$ cat src/rtl/uart_flag_pkg.sv
package uart_flag_pkg;
  localparam int FLAG_N = 6;
  localparam int F_TXE  = 0;
  localparam int F_RXF  = 1;
  localparam int F_OVR  = 2;
  localparam int F_FRM  = 3;
  localparam int F_PAR  = 4;
  localparam int F_TEND = 5;
  localparam logic [FLAG_N-1:0] FLAG_RST = 6'b100001;

  localparam int REQ_N = 4;
  typedef enum logic [1:0] {
    SRC_RXERR   = 2'd0,
    SRC_RXFULL  = 2'd1,
    SRC_TXEMPTY = 2'd2,
    SRC_TXEND   = 2'd3
  } src_t;

  // req bit order: 0 rx error, 1 rx full, 2 tx empty, 3 tx end; lower index wins
  function automatic src_t pick_src(input logic [REQ_N-1:0] req);
    if (req[0])      return SRC_RXERR;
    else if (req[1]) return SRC_RXFULL;
    else if (req[2]) return SRC_TXEMPTY;
    else if (req[3]) return SRC_TXEND;
    else             return SRC_RXERR;
  endfunction
endpackage

$ cat src/rtl/flag_cell.sv
module flag_cell #(
  parameter logic RST_VAL = 1'b0
) (
  input  logic clk,
  input  logic rst_n,
  input  logic set_i,
  input  logic hw_clr_i,
  input  logic sw_clr_i,
  output logic q
);
  logic clr_any;
  assign clr_any = hw_clr_i | sw_clr_i;

  always_ff @(posedge clk or negedge rst_n) begin
    if (!rst_n)       q <= RST_VAL;
    else if (set_i)   q <= 1'b1;
    else if (clr_any) q <= 1'b0;
  end

  assert_set_wins_R10: assert property (@(posedge clk) disable iff (!rst_n)
    set_i |=> q);
  assert_clear_takes_R9: assert property (@(posedge clk) disable iff (!rst_n)
    (clr_any && !set_i) |=> !q);
endmodule

$ cat src/rtl/flag_clr_ctl.sv
module flag_clr_ctl #(
  parameter int N = 6
) (
  input  logic         clk,
  input  logic         rst_n,
  input  logic         rd_i,
  input  logic         wr_i,
  input  logic [N-1:0] wdata_i,
  input  logic [N-1:0] flags_i,
  output logic [N-1:0] sw_clr_o
);
  logic [N-1:0] arm_q;

  always_ff @(posedge clk or negedge rst_n) begin
    if (!rst_n)    arm_q <= '0;
    else if (wr_i) arm_q <= '0;
    else if (rd_i) arm_q <= flags_i;
  end

  assign sw_clr_o = {N{wr_i}} & arm_q & ~wdata_i;

  assert_arm_spent_R9: assert property (@(posedge clk) disable iff (!rst_n)
    wr_i |=> (arm_q == '0));
endmodule

$ cat src/rtl/tdr_hold.sv
module tdr_hold #(
  parameter int DATA_W = 8
) (
  input  logic              clk,
  input  logic              rst_n,
  input  logic              wr_i,
  input  logic [DATA_W-1:0] wdata_i,
  output logic [DATA_W-1:0] q
);
  always_ff @(posedge clk or negedge rst_n) begin
    if (!rst_n)    q <= '0;
    else if (wr_i) q <= wdata_i;
  end

  assert_write_taken_R11: assert property (@(posedge clk) disable iff (!rst_n)
    wr_i |=> (q == $past(wdata_i)));
endmodule

$ cat src/rtl/irq_prio.sv
module irq_prio
  import uart_flag_pkg::*;
(
  input  logic              clk,
  input  logic              rst_n,
  input  logic [FLAG_N-1:0] flags_i,
  input  logic              en_tx,
  input  logic              en_rx,
  input  logic              en_txend,
  output logic [REQ_N-1:0]  req_o,
  output logic              dma_rx_trig,
  output logic              dma_tx_trig,
  output logic [1:0]        src_o,
  output logic              valid_o
);
  logic rx_q, tx_q;
  logic any_err;

  assign any_err  = flags_i[F_OVR] | flags_i[F_FRM] | flags_i[F_PAR];
  assign req_o[0] = any_err & en_rx;
  assign req_o[1] = flags_i[F_RXF] & en_rx;
  assign req_o[2] = flags_i[F_TXE] & en_tx;
  assign req_o[3] = flags_i[F_TEND] & en_txend;

  always_ff @(posedge clk or negedge rst_n) begin
    if (!rst_n) begin
      rx_q <= 1'b0;
      tx_q <= 1'b0;
    end else begin
      rx_q <= req_o[1];
      tx_q <= req_o[2];
    end
  end

  assign dma_rx_trig = req_o[1] & ~rx_q;
  assign dma_tx_trig = req_o[2] & ~tx_q;
  assign src_o       = pick_src(req_o);
  assign valid_o     = |req_o;

  assert_dma_pulse_R7: assert property (@(posedge clk) disable iff (!rst_n)
    (dma_rx_trig || dma_tx_trig) |=> !($past(dma_rx_trig) && dma_rx_trig) && !($past(dma_tx_trig) && dma_tx_trig));
  assert_src_pending_R8: assert property (@(posedge clk) disable iff (!rst_n)
    valid_o |-> req_o[src_o]);
  assert_rxerr_gate_R4: assert property (@(posedge clk) disable iff (!rst_n)
    req_o[0] |-> en_rx);
endmodule

$ cat src/rtl/uart_flag_irq.sv
module uart_flag_irq
  import uart_flag_pkg::*;
#(
  parameter int DATA_W = 8
) (
  input  logic              clk,
  input  logic              rst_n,
  input  logic              ev_tx_load,
  input  logic              ev_stop_done,
  input  logic              ev_rx_done,
  input  logic              ev_overrun,
  input  logic              ev_frame_err,
  input  logic              ev_parity_err,
  input  logic              cpu_tdr_wr,
  input  logic              dma_tdr_wr,
  input  logic [DATA_W-1:0] tdr_wdata,
  input  logic              dma_rdr_rd,
  input  logic              sts_rd,
  input  logic              sts_wr,
  input  logic [FLAG_N-1:0] sts_wdata,
  input  logic              en_tx,
  input  logic              en_rx,
  input  logic              en_txend,
  output logic [FLAG_N-1:0] sts_rdata,
  output logic [DATA_W-1:0] tdr_data,
  output logic              irq_rxerr,
  output logic              irq_rxfull,
  output logic              irq_txempty,
  output logic              irq_txend,
  output logic              dma_rx_trig,
  output logic              dma_tx_trig,
  output logic [1:0]        irq_src,
  output logic              irq_valid
);
  logic [FLAG_N-1:0] flags, flag_set, flag_hw_clr, flag_sw_clr;
  logic [REQ_N-1:0]  req;
  logic              tdr_any_wr;

  assign tdr_any_wr = cpu_tdr_wr | dma_tdr_wr;

  always_comb begin
    flag_set            = '0;
    flag_hw_clr         = '0;
    flag_set[F_TXE]     = ev_tx_load;
    flag_set[F_RXF]     = ev_rx_done;
    flag_set[F_OVR]     = ev_overrun;
    flag_set[F_FRM]     = ev_frame_err;
    flag_set[F_PAR]     = ev_parity_err;
    flag_set[F_TEND]    = ev_stop_done & flags[F_TXE];
    flag_hw_clr[F_TXE]  = dma_tdr_wr;
    flag_hw_clr[F_RXF]  = dma_rdr_rd;
    flag_hw_clr[F_TEND] = tdr_any_wr;
  end

  flag_clr_ctl #(.N(FLAG_N)) u_clr (
    .clk(clk), .rst_n(rst_n), .rd_i(sts_rd), .wr_i(sts_wr),
    .wdata_i(sts_wdata), .flags_i(flags), .sw_clr_o(flag_sw_clr)
  );

  for (genvar i = 0; i < FLAG_N; i++) begin : g_flag
    flag_cell #(.RST_VAL(FLAG_RST[i])) u_cell (
      .clk(clk), .rst_n(rst_n), .set_i(flag_set[i]),
      .hw_clr_i(flag_hw_clr[i]), .sw_clr_i(flag_sw_clr[i]), .q(flags[i])
    );
  end

  tdr_hold #(.DATA_W(DATA_W)) u_tdr (
    .clk(clk), .rst_n(rst_n), .wr_i(tdr_any_wr), .wdata_i(tdr_wdata), .q(tdr_data)
  );

  irq_prio u_prio (
    .clk(clk), .rst_n(rst_n), .flags_i(flags), .en_tx(en_tx), .en_rx(en_rx),
    .en_txend(en_txend), .req_o(req), .dma_rx_trig(dma_rx_trig),
    .dma_tx_trig(dma_tx_trig), .src_o(irq_src), .valid_o(irq_valid)
  );

  assign sts_rdata   = flags;
  assign irq_rxerr   = req[0];
  assign irq_rxfull  = req[1];
  assign irq_txempty = req[2];
  assign irq_txend   = req[3];

  assert_tend_after_empty_R5: assert property (@(posedge clk) disable iff (!rst_n)
    $rose(flags[F_TEND]) |-> $past(flags[F_TXE]));
  assert_dma_clears_tx_R6: assert property (@(posedge clk) disable iff (!rst_n)
    (dma_tdr_wr && !ev_tx_load) |=> !sts_rdata[F_TXE]);
endmodule

$ cat config.mk
export PLATFORM = sky130hd
export DESIGN_NAME = uart_flag_irq
export DESIGN_NICKNAME = d
export VERILOG_FILES = /design/src/rtl/uart_flag_pkg.sv /design/src/rtl/flag_cell.sv /design/src/rtl/flag_clr_ctl.sv /design/src/rtl/tdr_hold.sv /design/src/rtl/irq_prio.sv /design/src/rtl/uart_flag_irq.sv
export SDC_FILE = /design/constraint.sdc
export NUM_CORES = 1
export LEC_CHECK = 0
export BUFFER_PORTS_ARGS = -buffer_cell sky130_fd_sc_hd__buf_2
export CORE_MARGIN = 2
export CORE_UTILIZATION = 39
export CTS_CLUSTER_DIAMETER = 150
export DETAILED_ROUTE_END_ITERATION = 8
export GPL_ROUTABILITY_DRIVEN = 0
export HOLD_SLACK_MARGIN = 0.06
export PLACE_DENSITY = 0.74
export SYNTH_ARGS = -nofsm -noshare
export SYNTH_HDL_FRONTEND = slang
export SYNTH_SLANG_ARGS = --single-unit
export TNS_END_PERCENT = 5
$ cat constraint.sdc
create_clock -name clk -period 1.2 [get_ports clk]
set_input_delay 0.3 -clock clk [delete_from_list [all_inputs] [get_ports clk]]
set_output_delay 0.3 -clock clk [all_outputs]
set_load 0.05 [all_outputs]
# ---- Word level (Yosys, flattened, before mapping)
# Index checks and enable logic that the tools add are counted.
dict set report totals {
  inputBits 30
  regBits 22
  output_inout_bits 23
}
dict set report op_classes {
  bitwise_logic 18
  n_reduce_logical 8
  muxes 18
}
# operator n
set ops {}
lappend ops {{$reduce_bool 2->1} 7}
lappend ops {{$and 6x6->6} 2}
lappend ops {{$mux 1} 12}
lappend ops {{$mux 6} 2}
lappend ops {{$mux 2} 4}
lappend ops {{$and 1x1->1} 7}
lappend ops {{$not 6->6} 1}
lappend ops {{$or 1x1->1} 6}
lappend ops {{$reduce_or 4->1} 1}
lappend ops {{$not 1->1} 2}

# ---- Depth between registers and ports, before layout
dict set report depth {
  word_depth 5
  depth_mapped 4
  mapped_depth_nobuf 3
}

# ---- Modules after synthesis
# From an unflattened synthesis, not the netlist that was laid out.
dict set report unflattened {
  cells_unflattened 86
  hier_area_um2 992.2
}
# module area_each_um2 seq_area_each_um2 instances cells_each
set by_module_without_submodules {}
lappend by_module_without_submodules {tdr_hold 331.6 200.2 1 17}
lappend by_module_without_submodules {flag_clr_ctl 296.5 150.1 1 32}
lappend by_module_without_submodules {{flag_cell at g_flag[1].u_cell ...} 36.3 25.0 4 3}
lappend by_module_without_submodules {irq_prio 127.6 50.0 1 16}
lappend by_module_without_submodules {{flag_cell at g_flag[0].u_cell ...} 37.5 26.3 2 3}
lappend by_module_without_submodules {uart_flag_irq 16.3 0.0 1 3}

# ---- Worst setup path after synthesis
# OpenSTA, ideal clock, no wires.
dict set report synth_timing {
  path_type {flip-flop to output port}
  start {register g_flag[4].u_cell.q}
  end {output port irq_src[0]}
  slack_ps -785
  arrival_ps 1685
  stages_incl_launch_ff 3
  cell_sequence {dfrtp_1 > o31a_2 > a21oi_1}
}
dict set report synth_between {
  elab_chain_cells 3
}
# element line
set synth_rtl {}
lappend synth_rtl {{from (decl)} flag_cell.sv:9} ;# output logic q
lappend synth_rtl {{from (signal assigned)} flag_cell.sv:15} ;# if (!rst_n) q <= RST_VAL;
lappend synth_rtl {{from (signal assigned)} flag_cell.sv:16} ;# else if (set_i) q <= 1'b1;
lappend synth_rtl {{from (signal assigned)} flag_cell.sv:17} ;# else if (clr_any) q <= 1'b0;
lappend synth_rtl {{$or 1x1->1} irq_prio.sv:19} ;# assign any_err = flags_i[F_OVR] | flags_i[F_FRM] | flags_i[F_PAR];
lappend synth_rtl {{$and 1x1->1} irq_prio.sv:20} ;# assign req_o[0] = any_err & en_rx;
lappend synth_rtl {{net irq_rxerr} uart_flag_irq.sv:26} ;# output logic irq_rxerr,
lappend synth_rtl {{$mux 2} uart_flag_pkg.sv:21} ;# if (req[0]) return SRC_RXERR;
lappend synth_rtl {{to (decl)} uart_flag_irq.sv:32} ;# output logic [1:0] irq_src,
# The timed path passes the listed nets, and every way through them passes these cells.

# ---- Worst setup path after layout
dict set report layout_timing {
  start {register g_flag[1].u_cell.q}
  end {output port irq_src[1]}
}
dict set report layout_between {
  elab_chain_cells 3
}
# element line
set layout_rtl {}
lappend layout_rtl {{from (decl)} flag_cell.sv:9}
lappend layout_rtl {{from (signal assigned)} flag_cell.sv:15}
lappend layout_rtl {{from (signal assigned)} flag_cell.sv:16}
lappend layout_rtl {{from (signal assigned)} flag_cell.sv:17}
lappend layout_rtl {{$and 1x1->1} irq_prio.sv:21} ;# assign req_o[1] = flags_i[F_RXF] & en_rx;
lappend layout_rtl {{$mux 2} uart_flag_pkg.sv:22} ;# else if (req[1]) return SRC_RXFULL;
lappend layout_rtl {{$mux 2} uart_flag_pkg.sv:21}
# No other way between the ends.

==> flow_summary.ini <==
[status]
outcome = finished with violations
failing_checks = setup timing

[logic_synthesis]
yosysUniqueCellTypes = 20
post_synth_instance_area_um2 = 976
edff_count_synth = 0
synth_commonest_cells = sky130_fd_sc_hd__dfrtp_1 (20), sky130_fd_sc_hd__mux2_2 (8), sky130_fd_sc_hd__nor2_1 (8), sky130_fd_sc_hd__buf_4 (7)
yosysSeqAreaShare_pct = 56.7
postSynth.topFlopCell = sky130_fd_sc_hd__dfrtp_1
synth.yosys.warnings = 0
syn-instance-count = 82
synth_top_cell_by_area = sky130_fd_sc_hd__dfrtp_1
post-synth-top-count-cell = sky130_fd_sc_hd__dfrtp_1
average_size_of_a_mapped_cell_um2 = 11.9
synth.net_count = 112
synth.ff_latch_count = 22
synth.top_cells.by_area = sky130_fd_sc_hd__dfrtp_1 (51%), sky130_fd_sc_hd__mux2_2 (9.2%), sky130_fd_sc_hd__mux2i_1 (6.2%)
synth-async-reset-ratio_pct = 100
netlist.area_leader.share_pct = 51.3

[floorplan]
num_rows = 18
floorplan.initialDensity_pct = 40.1
ioPinCount = 53
die_h_um = 54.0
design.die.area_um2 = 2920
die_w_um = 54.0
placeable_core_region_um2 = 2430

[routing]
drtPass1Iterations = 4
avgRoutedWirePerCell_um = 14.4
routed_via_density = 4.79
drt_drc_violations_left = 0
wl_final_mm = 2.49
final_antenna_net_count = 0
drtIter0Drc = 4
num_vias = 829

[setup_path]
r2r_setup_slack_ns = 0.21
crit_path_start = g_flag[1].u_cell.q$_DFFE_PN0P_
critical_path.reg2reg.endpoint = u_clr.arm_q[4]$_DFFE_PN0P_
worstPathMaxFanout = 2
worst_ep_required_time_ns = 0.90
worst_r2r_path_cells = 4
critPathKind = flop to primary output
crit_path_start_kind = flop
regToRegStartpoint = g_flag[4].u_cell.q$_DFFE_PN0P_
arrival_time_at_the_worst_endpoint_ns = 1.49
worstSetupEndpointType = primary output

[clocking]
cts.sinks = 22
tritoncts = done
htree_levels = 1
cts_root_buf = sky130_fd_sc_hd__clkbuf_4
post_cts.repair.setup_buffers = 0
clk_latency_ns = 0.29
cts_buffer_depth = 2
cts_buffers = 3
worst_setup_hold_path_clk_slew_ns = 0.11

[sta]
clock-skew-final_ns = 0.00257
final.setup.worst_slack_ns = -0.595
setup_total_negative_slack_ns = -4.68
max_clock_freq_ghz = 0.557
worst-slew-pin-transition_ns = 0.477
relSlewSlack_pct = 68.2
grt_setup_unrepaired = yes
worst_hold_slack_ns = 0.194
finish_stage_setup_viols = 15
timing.final.max_slew_violations = 0
hold_viol_final = 0
fin_crit_ns = 1.79
finalCritPeriodShare_pct = 150

[layout]
stdcell_count = 173
fillCellCount = 185
number_of_antenna_diodes = 0
final_layout_size_suffix_gt1_share_pct = 64.3
nNetsFinal = 175
total_area_of_multi_input_combinational_cells_um2 = 399
area_delta_synth_final_pct = 61.0
register_area_um2 = 553
final_util_pct = 64.6

[grt]
grt_busiest_layer = met2
antenna_violations_before_repair = 0
gr-usage-all-layers_pct = 16.3
grt_max_degree = 23
grt_pass1_wl_mm = 3.33
grt_overflow = 0
grtUsageMet2_pct = 31.7
number_of_global_route_vias_before_repair = 781
gr-usage-met1_pct = 16.3
met3_usage_in_global_routing_pct = 1.67

[pwr]
vdd_ir_drop_max_v = 0.000666
power-per-cell-area_nw_per_um2 = 1120
power.static_leakage_nw = 0.781

[place]
placed_cells = 169
port_buffers = 52
final_hpwl_dp_mm = 1.77
post-place-ws_ns = -0.374

[hold_path]
min_path_type = primary input to flop
min_delay_path_depth = 2
critical_hold_path_startpoint = ev_parity_err
worstHoldEndpoint = g_flag[4].u_cell.q$_DFFE_PN0P_

[flow_run]
maxCapViolCount = 0
kinds of logic after synthesis:
logic type,after synthesis,share of synthesized area [%]
multiplexers,14,15.4
AO/OA/AOI/OAI,10,8.33
AND/OR/NAND/NOR,23,11.8
flip-flops,22,56.7
buffers and inverters,13,7.82
what timing repair did:
item	CTS	global route
hold buffers	1	0
cloned	0	0
gates resized for setup	49	13
endpoints found under the setup margin	23	23
endpoints found under the hold margin	20	0
pin swaps	1	1
cells in the final DEF, fill, tap and decap left out, types with 5 or more instances in the layout:
cell	netlist	layout
sky130_fd_sc_hd__buf_2	1	29
sky130_fd_sc_hd__buf_4	7	11
sky130_fd_sc_hd__buf_6	0	20
sky130_fd_sc_hd__buf_8	0	5
sky130_fd_sc_hd__dfrtp_1	20	20
sky130_fd_sc_hd__mux2_2	8	8
sky130_fd_sc_hd__mux2i_1	6	6
sky130_fd_sc_hd__nor2_1	8	6
sequential cells by signal (all words and copies together) (netlist names):
register,flops
u_prio.rx_q,1
u_prio.tx_q,1
u_tdr.q,8
g_flag.u_cell.q,6
u_clr.arm_q,6
power breakdown:
group / internal (W) / switching, W
Sequential: 0.000800 / 0.0000384
Clock: 0.000117 / 0.000196
Combinational: 0.000257 / 0.000352
through the flow:
stage,total power (W),cell area (um2)
4_1_cts,0.00175,1530
3_5_place_dp,0.00134,1350
3_3_place_gp,0.00133,1350
5_1_grt,0.00185,1570
2_1_floorplan,0.00118,1010
6_report,0.00176,1570
area by class of cell:
class / instances / area share (%)
multi-input combinational: 47 / 25.4
sequential: 22 / 35.2
tap: 30 / 2.39
inverter: 5 / 1.35
timing repair buffer: 66 / 34.2
clock buffer: 3 / 1.43
worst max path at each step:
stage | endpoint | slack [ns]
2_1_floorplan | irq_valid | -0.32
3_3_place_gp | irq_src[1] | -0.33
3_5_place_dp | irq_src[1] | -0.37
4_1_cts | irq_src[1] | -0.62
5_1_grt | irq_src[1] | -0.65
6_report | irq_src[1] | -0.59
layer usage:
layer	wire length (um)	part of all wire, %
met4	33	1.3
met5	0	0
met2	1470	59
met3	90	3.6
met1	890	36
worst max-delay path, cell delays in order, from the launching register on:
cell and delay [ns]:
sky130_fd_sc_hd__dfrtp_1 0.40, sky130_fd_sc_hd__o41ai_2 0.39, sky130_fd_sc_hd__a21boi_4 0.24, sky130_fd_sc_hd__buf_6 0.17
Note: power is estimated with default switching activity, not from simulation.
